<file path="src/rtl/twr_pkg.sv">
package twr_pkg;

   typedef enum logic [3:0] {
      ST_IDLE,
      ST_SETUP,
      ST_START,
      ST_GRAB,
      ST_LOW,
      ST_HIGH,
      ST_TAIL,
      ST_RSETUP,
      ST_RSTART,
      ST_STOP,
      ST_DONE
   } twr_state_e;

   typedef struct packed {
      logic scl_low;
      logic sda_low;
   } twr_lines_t;

   localparam twr_lines_t LINES_REL   = '{scl_low: 1'b0, sda_low: 1'b0};
   localparam twr_lines_t LINES_SDA   = '{scl_low: 1'b0, sda_low: 1'b1};
   localparam twr_lines_t LINES_SCL   = '{scl_low: 1'b1, sda_low: 1'b0};
   localparam twr_lines_t LINES_BOTH  = '{scl_low: 1'b1, sda_low: 1'b1};

   function automatic twr_lines_t twr_decode(input twr_state_e st);
      twr_lines_t l;
      case (st)
         ST_START, ST_RSTART: l = LINES_SDA;
         ST_GRAB:             l = LINES_BOTH;
         ST_LOW, ST_TAIL:     l = LINES_SCL;
         default:             l = LINES_REL;
      endcase
      return l;
   endfunction

endpackage

</file>
<file path="src/rtl/twr_timer.sv">
module twr_timer #(
   parameter int LEN_W = 12
) (
   input  logic             clk,
   input  logic             rst,
   input  logic             load_i,
   input  logic [LEN_W-1:0] len_i,
   input  logic             reload_i,
   output logic             expire_o
);
   logic [LEN_W-1:0] len_q;
   logic [LEN_W-1:0] cnt_q;
   logic [LEN_W-1:0] eff_len;

   assign eff_len  = (len_i == '0) ? LEN_W'(1) : len_i;
   assign expire_o = (cnt_q == '0);

   always_ff @(posedge clk) begin
      if (rst) begin
         len_q <= LEN_W'(1);
         cnt_q <= '0;
      end else if (load_i) begin
         len_q <= eff_len;
         cnt_q <= eff_len - LEN_W'(1);
      end else if (reload_i) begin
         cnt_q <= len_q - LEN_W'(1);
      end else if (cnt_q != '0) begin
         cnt_q <= cnt_q - LEN_W'(1);
      end
   end
endmodule

</file>
<file path="src/rtl/twr_seq.sv">
module twr_seq
   import twr_pkg::*;
#(
   parameter int DUMMY_CLOCKS = 9
) (
   input  logic       clk,
   input  logic       rst,
   input  logic       req_i,
   input  logic       expire_i,
   output logic       accept_o,
   output logic       reload_o,
   output twr_state_e state_d_o,
   output logic       busy_o,
   output logic       done_o
);
   localparam int PW = (DUMMY_CLOCKS > 1) ? $clog2(DUMMY_CLOCKS) : 1;
   localparam logic [PW-1:0] LAST_PULSE = PW'(DUMMY_CLOCKS - 1);

   twr_state_e    state_q, state_d;
   logic [PW-1:0] pulse_q, pulse_d;
   logic          idle_like;

   assign idle_like = (state_q == ST_IDLE) || (state_q == ST_DONE);
   assign accept_o  = idle_like && req_i;

   always_comb begin
      state_d  = state_q;
      pulse_d  = pulse_q;
      reload_o = 1'b0;
      if (idle_like) begin
         if (req_i) begin
            state_d = ST_SETUP;
            pulse_d = '0;
         end else begin
            state_d = ST_IDLE;
         end
      end else if (expire_i) begin
         reload_o = 1'b1;
         case (state_q)
            ST_SETUP:  state_d = ST_START;
            ST_START:  state_d = ST_GRAB;
            ST_GRAB:   state_d = ST_LOW;
            ST_LOW:    state_d = ST_HIGH;
            ST_HIGH: begin
               if (pulse_q == LAST_PULSE) begin
                  state_d = ST_TAIL;
               end else begin
                  pulse_d = pulse_q + PW'(1);
                  state_d = ST_LOW;
               end
            end
            ST_TAIL:   state_d = ST_RSETUP;
            ST_RSETUP: state_d = ST_RSTART;
            ST_RSTART: state_d = ST_STOP;
            ST_STOP:   state_d = ST_DONE;
            default:   state_d = ST_IDLE;
         endcase
      end
   end

   always_ff @(posedge clk) begin
      if (rst) begin
         state_q <= ST_IDLE;
         pulse_q <= '0;
      end else begin
         state_q <= state_d;
         pulse_q <= pulse_d;
      end
   end

   assign state_d_o = rst ? ST_IDLE : state_d;
   assign busy_o    = !idle_like;
   assign done_o    = (state_q == ST_DONE);
endmodule

</file>
<file path="src/rtl/twr_linedrv.sv">
module twr_linedrv
   import twr_pkg::*;
(
   input  logic       clk,
   input  logic       rst,
   input  twr_state_e state_d_i,
   output logic       scl_low_o,
   output logic       sda_low_o
);
   twr_lines_t next_lines, lines_q;

   assign next_lines = twr_decode(state_d_i);

   always_ff @(posedge clk) begin
      if (rst) lines_q <= LINES_REL;
      else     lines_q <= next_lines;
   end

   assign scl_low_o = lines_q.scl_low;
   assign sda_low_o = lines_q.sda_low;
endmodule

</file>
<file path="src/rtl/twr_recover.sv">
module twr_recover
   import twr_pkg::*;
#(
   parameter int LEN_W        = 12,
   parameter int DUMMY_CLOCKS = 9
) (
   input  logic             clk,
   input  logic             rst,
   input  logic             req_i,
   input  logic [LEN_W-1:0] phase_len_i,
   output logic             scl_low_o,
   output logic             sda_low_o,
   output logic             busy_o,
   output logic             done_o
);
   generate
      if (LEN_W < 1 || LEN_W > 24) begin : g_bad_len
         $error("twr_recover: LEN_W must lie in 1..24");
      end
      if (DUMMY_CLOCKS < 1 || DUMMY_CLOCKS > 64) begin : g_bad_dummy
         $error("twr_recover: DUMMY_CLOCKS must lie in 1..64");
      end
   endgenerate

   logic       accept, reload, expire;
   twr_state_e state_d;

   twr_timer #(.LEN_W(LEN_W)) u_timer (
      .clk      (clk),
      .rst      (rst),
      .load_i   (accept),
      .len_i    (phase_len_i),
      .reload_i (reload),
      .expire_o (expire)
   );

   twr_seq #(.DUMMY_CLOCKS(DUMMY_CLOCKS)) u_seq (
      .clk       (clk),
      .rst       (rst),
      .req_i     (req_i),
      .expire_i  (expire),
      .accept_o  (accept),
      .reload_o  (reload),
      .state_d_o (state_d),
      .busy_o    (busy_o),
      .done_o    (done_o)
   );

   twr_linedrv u_lines (
      .clk       (clk),
      .rst       (rst),
      .state_d_i (state_d),
      .scl_low_o (scl_low_o),
      .sda_low_o (sda_low_o)
   );
endmodule

</file>
<file path="config.mk">
export PLATFORM = sky130hd
export DESIGN_NAME = twr_recover
export DESIGN_NICKNAME = d
export VERILOG_FILES = /design/src/rtl/twr_pkg.sv /design/src/rtl/twr_timer.sv /design/src/rtl/twr_seq.sv /design/src/rtl/twr_linedrv.sv /design/src/rtl/twr_recover.sv
export SDC_FILE = /design/constraint.sdc
export NUM_CORES = 1
export LEC_CHECK = 0
export BUFFER_PORTS_ARGS = -buffer_cell sky130_fd_sc_hd__buf_2
export CORE_ASPECT_RATIO = 1.25
export CORE_MARGIN = 5
export CORE_UTILIZATION = 63
export CTS_CLUSTER_SIZE = 30
export DETAILED_ROUTE_END_ITERATION = 10
export PLACE_DENSITY = 0.93
export SYNTH_ARGS = -nofsm -noshare
export SYNTH_HDL_FRONTEND = slang
export SYNTH_HIERARCHICAL = 1
export SYNTH_SLANG_ARGS = --single-unit
</file>
<file path="constraint.sdc">
create_clock -name clk -period 5 [get_ports clk]
set_input_delay 0.5 -clock clk [delete_from_list [all_inputs] [get_ports clk]]
set_output_delay 0.5 -clock clk [all_outputs]
set_load 0.01 [all_outputs]
</file>
==> impl_metrics.env, run 1 <==
export IMPL_switchingPower_w=0.000376
export IMPL_required_ns=5.21
export IMPL_grt_max_degree=41
export IMPL_clkPwrFrac_pct=15.9
export IMPL_period_minus_slack_ns=3.85
export IMPL_fmax_ghz=0.260
export IMPL_post_dp_cell_area_um2=1970
export IMPL_cts_root_buf="clkbuf_4"
export IMPL_synth_cell_types=51
export IMPL_worst_pin_slew_ns=0.745
export IMPL_final_hold_violation_count=0
export IMPL_cts_tree="done"
export IMPL_netlist_top_cells_count="dfxtp_1 (34), nor2_1 (19), a21oi_1 (18), nand2_1 (18), nand2b_1 (15)"
export IMPL_p_per_area_nw_per_um2=464
export IMPL_design_area_um2=2020
export IMPL_min_period_over_period_pct=77.1
export IMPL_syn_to_final_growth_pct=5.70
export IMPL_worstPathMaxFanout=13
export IMPL_num_nets_final=251
export IMPL_chipWidth_um=59.2
export IMPL_clock_skew_ns=0.00408
export IMPL_fillerInstances=251
export IMPL_drv_slew=0
export IMPL_grt_pass1_wl_mm=6.82
export IMPL_setup_viol=0
export IMPL_crit_arrival_ns=4.07
export IMPL_drt_total_wl_mm=4.13
export IMPL_grt_ovfl_total=0
export IMPL_antennaDiodeCount=0
export IMPL_fin_ws_ns=1.15
export IMPL_ys_warn_count=6
export IMPL_place_congestion=0.852
export IMPL_yosysSeqAreaShare_pct=35.7
export IMPL_rows=22
export IMPL_yosysMostFrequentCell="dfxtp_1"
export IMPL_synth_seq_cells=34
export IMPL_synth_area_top_cells="dfxtp_1 (36%), mux2i_1 (6.3%), nand2b_1 (4.9%), a21oi_1 (4.7%), nor2_1 (3.7%)"
export IMPL_dpl_hpwl_mm=2.88
export IMPL_synth_top_area_share_pct=35.7
export IMPL_cp_end_kind="flip-flop"
export IMPL_cts_setup_buffers=0
export IMPL_p_comb_share_pct=44.2
export IMPL_r2r_slack_ns=1.15
export IMPL_synth_avg_cell_area_um2=8.67
export IMPL_grt_pass1_vias=1524
export IMPL_max_cap_violations=0
export IMPL_maxSlewHeadroom_pct=50.3
export IMPL_cts_max_path_buffers=2
export IMPL_clock_latency_ns=0.33
export IMPL_cts_buffers=5
export IMPL_place_ws_ns=1.30
export IMPL_ir_drop_uv=331
export IMPL_syn_nets=238
export IMPL_ys_flop_type="dfxtp_1"
export IMPL_io_pins=19
export IMPL_synth_cells=220
export IMPL_clock_sinks=34
export IMPL_hold_path_class="in2reg"
export IMPL_synth_edff_count=0
export IMPL_syn_area_um2=1910
export IMPL_route_detailed_drc=0
export IMPL_startpoint_type="flip-flop"
export IMPL_cts_max_level=2
export IMPL_critPathKind="reg2reg"
export IMPL_drt_pass1_iterations=5
export IMPL_io_buffers=18
export IMPL_viasPerCell=6.05
export IMPL_wl_per_cell_um=15.4
export IMPL_async_flop_share_pct=0
export IMPL_seqPwrFrac_pct=39.9
export IMPL_status="finished, final reports clean"
export IMPL_ctsHoldBuffers=0
export IMPL_timing_setup_tns_ns=0
export IMPL_clkSlewWorstSetupHoldPaths_ns=0.09
export IMPL_ant_nets=0
export IMPL_die_area_um2=4240
export IMPL_first_iter_violations=103
export IMPL_switching_share_pct=40.2
export IMPL_die_height_um=71.5
export IMPL_antenna_found_initial=0
export IMPL_gr_usage_all_layers_pct=21.0
export IMPL_p_leak_nw=0.747
export IMPL_initial_utilization_pct=65.4
export IMPL_num_vias=1621
export IMPL_final_layout_size_suffix_gt1_share_pct=16.4
export IMPL_ctsResizeCount=0
export IMPL_internal_power_w=0.000560
export IMPL_coreArea_um2=2920
export IMPL_rsz0062_at_grt="no"
export IMPL_yosysTopAreaCell="dfxtp_1"
## cell families (layout without fill, tap and decap cells)
group           Yosys count  after routing  share of synthesized area (%)
flops                    34             34                           35.7
compound gates           54             54                           17.8
xor+xnor                  7              7                           3.21
buf+inv                  16             28                           5.18
simple gates             93             93                           29.1
fa+ha+maj                 3              3                           1.97
mux                      13             13                           7.02
## registers in the layout (all words and copies together), names as in the netlist
| signal | count |
|---|---|
| u_seq/pulse_q | 4 |
| u_timer/cnt_q | 12 |
| u_timer/len_q | 12 |
| u_lines/sda_low_o | 1 |
| u_seq/state_q | 4 |
| u_lines/scl_low_o | 1 |
## stage by stage
step	util (%)	total power, W	std cells	hold WS, ns
after floorplan	-	0.000708	220	0.443
after global placement	67.4	0.000760	262	0.461
after detailed placement	67.4	0.000777	262	0.467
after CTS	69.1	0.000928	268	0.438
after global routing	69.1	0.00100	268	0.448
final	69.1	0.000936	268	0.443
## power by group through the flow
stage,registers [W],logic [W],clock network (W)
after floorplan,0.000358,0.000350,0
after global placement,0.000374,0.000386,0
after detailed placement,0.000376,0.000401,0
after CTS,0.000373,0.000404,0.000151
after global routing,0.000379,0.000460,0.000162
final,0.000374,0.000414,0.000148
## final cells by class
class	count	area, µm²	share of cell area (%)
sequential	34	681	33.7
tap	36	45.0	2.23
multi-input combinational	170	1130	56.1
timing repair buffer	19	97.6	4.84
clock buffer	6	51.3	2.54
inverter	3	11.3	0.558
## worst paths after layout
path | to | from | cells after the start
min reg2reg | u_timer/len_q[11]$_SDFFE_PP0P_ | u_timer/len_q[11]$_SDFFE_PP0P_ | 2
max | u_timer/cnt_q[10]$_SDFFE_PP0P_ | u_timer/cnt_q[7]$_SDFFE_PP0P_ | 13
min | u_timer/len_q[11]$_SDFFE_PP0P_ | phase_len_i[11] | 3
max reg2reg | u_timer/cnt_q[10]$_SDFFE_PP0P_ | u_timer/cnt_q[7]$_SDFFE_PP0P_ | 13
## placed cells by master, fill, tap and decap left out, types with 3 or more instances in the layout
| cell | count |
|---|---|
| buf_2 | 18 |
| clkbuf_4 | 5 |
| nor2_1 | 18 |
| a21oi_1 | 18 |
| dfxtp_1 | 34 |
| nand4_1 | 4 |
| a21o_1 | 4 |
| ha_1 | 3 |
| xor2_1 | 3 |
| mux2i_1 | 12 |
| nand2_1 | 18 |
| nor4_1 | 7 |
| xnor2_1 | 4 |
| nor2b_1 | 5 |
| o21ai_1 | 4 |
| nand2b_1 | 15 |
| o21ai_0 | 9 |
| o21a_1 | 7 |
## layer usage
metal	GRT usage (%)	up-vias	routed length [µm]
li1	-	809	-
met4	11.1	0	102
met1	23.9	732	1630
met3	5.95	12	311
met2	34.6	68	2090
met5	0	-	0
## worst max-delay path, cell delays in order (launching register included)
cell	delay [ns]
dfxtp_1	0.33
nor4_1	0.43
and3_1	0.49
and2_1	0.69
mux2i_1	0.25
o21ai_0	0.09
a21o_1	0.24
inv_2	0.07
ha_1	0.18
o211ai_2	0.13
or3_4	0.42
nor3_2	0.20
xnor2_1	0.15
nor2_1	0.06
Power figures use the tool's default switching activity.
==> run 2: changes to the inputs <==
--- a/config.mk
+++ b/config.mk
@@ -8,10 +8,10 @@
 export BUFFER_PORTS_ARGS = -buffer_cell sky130_fd_sc_hd__buf_2
 export CORE_ASPECT_RATIO = 1.25
 export CORE_MARGIN = 5
-export CORE_UTILIZATION = 63
+export CORE_UTILIZATION = 58
 export CTS_CLUSTER_SIZE = 30
 export DETAILED_ROUTE_END_ITERATION = 10
-export PLACE_DENSITY = 0.93
+export PLACE_DENSITY = 0.88
 export SYNTH_ARGS = -nofsm -noshare
 export SYNTH_HDL_FRONTEND = slang
 export SYNTH_HIERARCHICAL = 1
==> constraint.sdc (replaced) <==
create_clock -name clk -period 3.72 [get_ports clk]
set_input_delay 0.372 -clock clk [delete_from_list [all_inputs] [get_ports clk]]
set_output_delay 0.372 -clock clk [all_outputs]
set_load 0.01 [all_outputs]
==> impl_metrics.env, run 2 (synthesized netlist as in run 1, its figures left out) <==
export IMPL_status="finished, final reports clean"
export IMPL_fin_cells=273
export IMPL_final_layout_size_suffix_gt1_share_pct=17.8
export IMPL_timing_setup_tns_ns=0
export IMPL_dp_cells=265
export IMPL_gr_usage_all_layers_pct=20.8
export IMPL_grt_pass1_wl_mm=7.01
export IMPL_post_route_util_pct=65.6
export IMPL_hold_path_class="in2reg"
export IMPL_ant_nets=0
export IMPL_cpLargestDelayFamily="simple AND/OR/NAND/NOR gates"
export IMPL_required_ns=3.89
export IMPL_ir_drop_uv=474
export IMPL_io_buffers=18
export IMPL_crit_chain="nor4_1 > and3_1 > buf_4 > and2_1 > buf_4 > mux2i_1 > o21a_1 > ha_1 > o211ai_2 > or3_4 > nor3_2 > xnor2_1 > nor2_1"
export IMPL_min_period_over_period_pct=84.4
export IMPL_clock_latency_ns=0.29
export IMPL_power_total_w=0.00141
export IMPL_slowest_delay_ns=0.41
export IMPL_multi_input_area_um2=1130
export IMPL_cp_end_kind="flip-flop"
export IMPL_syn_to_final_growth_pct=9.84
export IMPL_die_height_um=74.1
export IMPL_initial_utilization_pct=59.7
export IMPL_io_pins=19
export IMPL_dpl_hpwl_mm=2.95
export IMPL_drt_pass1_iterations=4
export IMPL_route_detailed_drc=0
export IMPL_worst_pin_slew_ns=0.503
export IMPL_largest_registers="u_timer/cnt_q x12, u_timer/len_q x12"
export IMPL_min_path_cells=3
export IMPL_cp_common_cell="buf_4"
export IMPL_grt_pass1_vias=1573
export IMPL_grt_max_degree=40
export IMPL_ctsResizeCount=0
export IMPL_maxSlewHeadroom_pct=66.2
export IMPL_worstPathMaxFanout=13
export IMPL_cts_max_path_buffers=2
export IMPL_chipWidth_um=61.3
export IMPL_place_congestion=0.910
export IMPL_antennaDiodeCount=0
export IMPL_num_vias=1623
export IMPL_period_minus_slack_ns=3.14
export IMPL_cts_max_level=2
export IMPL_cts_setup_buffers=0
export IMPL_p_leak_nw=0.778
export IMPL_crit_arrival_ns=3.31
export IMPL_wl_per_cell_um=15.4
export IMPL_die_area_um2=4540
export IMPL_r2r_cells=13
export IMPL_clock_sinks=34
export IMPL_fillerInstances=251
export IMPL_startpoint_type="flip-flop"
export IMPL_fmax_ghz=0.318
export IMPL_seq_area_um2=681
export IMPL_clock_skew_ns=0.00591
export IMPL_viasPerCell=5.95
export IMPL_drv_slew=0
export IMPL_worst_path_buf_inv=2
export IMPL_max_cap_violations=0
export IMPL_clkSlewWorstSetupHoldPaths_ns=0.07
export IMPL_grt_ovfl_total=0
export IMPL_layout_cells_most_common="dfxtp_1"
export IMPL_first_iter_violations=131
export IMPL_post_dp_cell_area_um2=1980
export IMPL_mostFrequentLayoutCells="dfxtp_1 (34), buf_2 (18), nor2_1 (18), nand2_1 (18), a21oi_1 (18)"
export IMPL_design_area_um2=2100
export IMPL_rsz0062_at_grt="no"
export IMPL_cts_root_buf="clkbuf_8"
export IMPL_critical_path_slowest_cell="or3_4"
export IMPL_num_nets_final=253
export IMPL_critPathKind="reg2reg"
export IMPL_p_per_area_nw_per_um2=671
export IMPL_worst_path_stages=13
export IMPL_drt_total_wl_mm=4.21
export IMPL_cts_tree="done"
export IMPL_ctsHoldBuffers=0
export IMPL_final_hold_violation_count=0
export IMPL_coreArea_um2=3190
export IMPL_antenna_found_initial=0
export IMPL_setup_viol=0
export IMPL_rows=23
export IMPL_cts_buffers=5
[run 2: cell count changes in the layout (fill, tap and decap cells not counted), sizes merged]
cell / previous run / this run
buf: 19 / 21
bufinv: 0 / 1
clkbuf: 6 / 5
clkinvlp: 0 / 2
[run 2: worst paths after layout]
path,startpoint,end,slack (ns)
hold reg to reg,u_timer/len_q[5]$_SDFFE_PP0P_,u_timer/len_q[5]$_SDFFE_PP0P_,0.48
hold / removal,phase_len_i[9],u_timer/len_q[9]$_SDFFE_PP0P_,0.37
setup reg to reg,u_timer/cnt_q[7]$_SDFFE_PP0P_,u_timer/cnt_q[10]$_SDFFE_PP0P_,0.58
setup / recovery,u_timer/cnt_q[7]$_SDFFE_PP0P_,u_timer/cnt_q[10]$_SDFFE_PP0P_,0.58
[run 2: final cells by class]
type / instances / area share (%)
Inverter: 3 / 0.537
Multi-Input combinational cell: 170 / 54.0
Sequential cell: 34 / 32.5
Clock buffer: 5 / 3.28
Clock inverter: 3 / 2.15
Tap cell: 37 / 2.21
Timing Repair Buffer: 21 / 5.37
[run 2: per-stage QoR]
| step | hold slack (ns) | worst slack, ns |
|---|---|---|
| 2_1_floorplan | 0.437 | 0.735 |
| 3_3_place_gp | 0.464 | 0.784 |
| 3_5_place_dp | 0.462 | 0.589 |
| 4_1_cts | 0.362 | 0.602 |
| 5_1_grt | 0.382 | 0.410 |
| 6_report | 0.371 | 0.580 |
[run 2: layer usage]
layer	routed length, µm	vias up	GRT usage [%]
li1	-	818	-
met1	1760	766	24.3
met5	0	-	0
met2	2220	34	35.2
met4	38	0	8.67
met3	197	5	5.73
[run 2: power by group]
part	switching [W]	leakage, nW	internal, W	total [W]
clock	0.000140	0.0504	0.000199	0.000339
sequential	0.0000600	0.279	0.000442	0.000502
combinational	0.000330	0.449	0.000236	0.000566
total	0.000530	0.778	0.000877	0.00141
[run 2: tightest hold or removal path: stages]
cell	delay, ns
buf_2	0.11
nand2_1	0.08
a21oi_1	0.06
==> run 3: changes to the inputs <==
--- a/config.mk
+++ b/config.mk
@@ -5,13 +5,14 @@
 export SDC_FILE = /design/constraint.sdc
 export NUM_CORES = 1
 export LEC_CHECK = 0
+export ABC_AREA = 1
 export BUFFER_PORTS_ARGS = -buffer_cell sky130_fd_sc_hd__buf_2
 export CORE_ASPECT_RATIO = 1.25
 export CORE_MARGIN = 5
-export CORE_UTILIZATION = 58
+export CORE_UTILIZATION = 53
 export CTS_CLUSTER_SIZE = 30
 export DETAILED_ROUTE_END_ITERATION = 10
-export PLACE_DENSITY = 0.88
+export PLACE_DENSITY = 0.84
 export SYNTH_ARGS = -nofsm -noshare
 export SYNTH_HDL_FRONTEND = slang
 export SYNTH_HIERARCHICAL = 1
==> constraint.sdc (replaced) <==
create_clock -name clk -period 2.5 [get_ports clk]
set_input_delay 0.25 -clock clk [delete_from_list [all_inputs] [get_ports clk]]
set_output_delay 0.25 -clock clk [all_outputs]
set_load 0.01 [all_outputs]
==> impl_metrics.env, run 3 <==
export IMPL_yosysMostFrequentCell="nand2_1"
export IMPL_ys_flop_type="dfxtp_1"
export IMPL_route_detailed_drc=0
export IMPL_cts_max_path_buffers=2
export IMPL_synth_cell_types=33
export IMPL_ant_nets=0
export IMPL_worstPathMaxFanout=7
export IMPL_first_iter_violations=141
export IMPL_grt_pass1_vias=1939
export IMPL_final_layout_size_suffix_gt1_share_pct=21.1
export IMPL_synth_top_area_share_pct=33.5
export IMPL_drt_pass1_iterations=4
export IMPL_async_flop_share_pct=0
export IMPL_power_total_w=0.00203
export IMPL_rows=25
export IMPL_maxSlewHeadroom_pct=72.6
export IMPL_synth_edff_count=0
export IMPL_crit_arrival_ns=2.55
export IMPL_worst_path_stages=17
export IMPL_place_ws_ns=0.00561
export IMPL_cp_end_kind="flip-flop"
export IMPL_status="finished, final reports clean"
export IMPL_syn_nets=339
export IMPL_wl_per_cell_um=12.3
export IMPL_hold_path_class="in2reg"
export IMPL_grt_ovfl_total=0
export IMPL_setup_viol=0
export IMPL_synth_seq_cells=34
export IMPL_drv_slew=0
export IMPL_netlist_top_cells_count="nand2_1 (103), nor2_1 (42), dfxtp_1 (34)"
export IMPL_ir_drop_uv=502
export IMPL_num_nets_final=367
export IMPL_io_buffers=18
export IMPL_p_leak_nw=1.10
export IMPL_cpLargestDelayFamily="simple AND/OR/NAND/NOR gates"
export IMPL_layout_cells_most_common="nand2_1"
export IMPL_r2r_cells=17
export IMPL_critical_path_slowest_cell="dfxtp_4"
export IMPL_cts_max_level=2
export IMPL_io_pins=19
export IMPL_syn_area_um2=2030
export IMPL_yosysSeqAreaShare_pct=33.5
export IMPL_die_height_um=79.2
export IMPL_coreArea_um2=3750
export IMPL_antennaDiodeCount=0
export IMPL_clkSlewWorstSetupHoldPaths_ns=0.07
export IMPL_grt_max_degree=24
export IMPL_ys_warn_count=6
export IMPL_place_congestion=0.885
export IMPL_ctsHoldBuffers=0
export IMPL_syn_to_final_growth_pct=15.3
export IMPL_required_ns=2.66
export IMPL_p_per_area_nw_per_um2=864
export IMPL_clock_sinks=34
export IMPL_post_route_util_pct=62.4
export IMPL_clock_latency_ns=0.28
export IMPL_drt_total_wl_mm=4.79
export IMPL_fin_ws_ns=0.112
export IMPL_startpoint_type="flip-flop"
export IMPL_design_area_um2=2340
export IMPL_post_dp_cell_area_um2=2200
export IMPL_synth_area_top_cells="dfxtp_1 (33%), nand2_1 (19%), nor2_1 (7.8%), a21oi_1 (6.7%), nand3_1 (5.2%)"
export IMPL_fmax_ghz=0.419
export IMPL_antenna_found_initial=0
export IMPL_final_hold_violation_count=0
export IMPL_mostFrequentLayoutCells="nand2_1 (101), nor2_1 (40), dfxtp_1 (32)"
export IMPL_period_minus_slack_ns=2.39
export IMPL_cts_tree="done"
export IMPL_min_period_over_period_pct=95.5
export IMPL_cp_common_cell="nor2_1"
export IMPL_min_path_cells=3
export IMPL_die_area_um2=5180
export IMPL_synth_avg_cell_area_um2=6.33
export IMPL_dpl_hpwl_mm=3.66
export IMPL_clock_skew_ns=0.00728
export IMPL_largest_registers="u_timer/cnt_q x12, u_timer/len_q x12"
export IMPL_worst_pin_slew_ns=0.412
export IMPL_grt_pass1_wl_mm=8.27
export IMPL_viasPerCell=5.35
export IMPL_slowest_delay_ns=0.38
export IMPL_crit_chain="inv_2 > nor2_1 > nand2_2 > nand2_4 > nand2_4 > inv_2 > nor2_1 > o22ai_2 > a21boi_4 > ha_2 > nand3_2 > nor2_2 > nand2_2 > nor2_2 > nand2_1 > nand3_1 > nor2_1"
export IMPL_max_cap_violations=0
export IMPL_gr_usage_all_layers_pct=20.5
export IMPL_chipWidth_um=65.4
export IMPL_num_vias=2087
export IMPL_yosysTopAreaCell="dfxtp_1"
export IMPL_rsz0062_at_grt="yes"
export IMPL_initial_utilization_pct=54.1
export IMPL_synth_cells=321
export IMPL_critPathKind="reg2reg"
export IMPL_worst_path_buf_inv=2
export IMPL_cts_buffers=5
export IMPL_cts_root_buf="clkbuf_8"
run 3: cell types whose count changed in the layout (fill, tap and decap cells not counted), moves of 7 or more:
cell / before / now
nand2b_1: 15 / 0
nand2_1: 18 / 101
buf_4: 3 / 10
nand2_2: 0 / 7
mux2i_1: 12 / 0
a21oi_1: 18 / 27
nor4_1: 7 / 0
inv_1: 2 / 25
nand3_1: 0 / 19
nor2_2: 1 / 11
nor2_1: 18 / 40
o21a_1: 7 / 0
run 3: per-stage QoR:
step           cells  setup TNS, ns  hold slack (ns)
6_report         390              0            0.233
4_1_cts          387              0            0.227
3_3_place_gp     379              0            0.449
3_5_place_dp     379              0            0.457
2_1_floorplan    321        -0.0567            0.319
5_1_grt          390         -0.164            0.249
run 3: logic make-up (layout without fill, tap and decap cells):
family	after synthesis	in the layout	synth area share, %
AOI/OAI and AO/OA	49	49	13.8
adders and majority gates	3	3	1.85
xor gates and xnor gates	2	2	0.862
DFF	34	34	33.5
buffers and inverters	41	70	9.48
and+or+nand+nor	192	192	40.5
run 3: area by class of cell:
| type | count | area [µm²] |
|---|---|---|
| Sequential cell | 34 | 686 |
| Timing Repair Buffer | 29 | 176 |
| Tap cell | 40 | 50.0 |
| Clock buffer | 7 | 86.3 |
| Inverter | 33 | 129 |
| Clock inverter | 1 | 5.00 |
| Fill cell | 354 | 1410 |
| Multi-Input combinational cell | 246 | 1210 |
run 3: timing repair:
item	4_1_cts	5_1_grt
buffers inserted	0	3
endpoints found under the setup margin	2	7
resized for setup	2	9
pin swaps	0	4
run 3: worst paths after layout:
check | from | endpoint | slack (ns)
max | u_seq/state_q[1]$_DFF_P_ | u_timer/cnt_q[8]$_SDFFE_PP0P_ | 0.11
max reg2reg | u_seq/state_q[1]$_DFF_P_ | u_timer/cnt_q[8]$_SDFFE_PP0P_ | 0.11
min reg2reg | u_timer/len_q[1]$_SDFFE_PP0P_ | u_timer/len_q[1]$_SDFFE_PP0P_ | 0.47
min | phase_len_i[9] | u_timer/len_q[9]$_SDFFE_PP0P_ | 0.23
run 3: per-layer routing:
metal	track usage [%]	vias to the layer above	part of all wire, %
met4	10.4	0	2.4
met2	35.8	46	53
met3	4.38	7	3.9
li1	-	1073	-
met1	23.0	961	40
met5	0	-	0
run 3: worst register-to-register path, cell delays in order (launching register included):
cell and delay [ns]:
dfxtp_4 0.38, inv_2 0.05, nor2_1 0.13, nand2_2 0.11, nand2_4 0.10, nand2_4 0.07, inv_2 0.11, nor2_1 0.08
o22ai_2 0.15, a21boi_4 0.23, ha_2 0.21, nand3_2 0.09, nor2_2 0.15, nand2_2 0.08, nor2_2 0.13, nand2_1 0.07
nand3_1 0.08, nor2_1 0.05
run 3: power by group:
group | switching [W] | total (W) | leakage, nW | internal, W
Sequential | 0.0000504 | 0.000691 | 0.280 | 0.000641
Combinational | 0.000588 | 0.000924 | 0.771 | 0.000336
Clock | 0.000189 | 0.000411 | 0.0482 | 0.000222
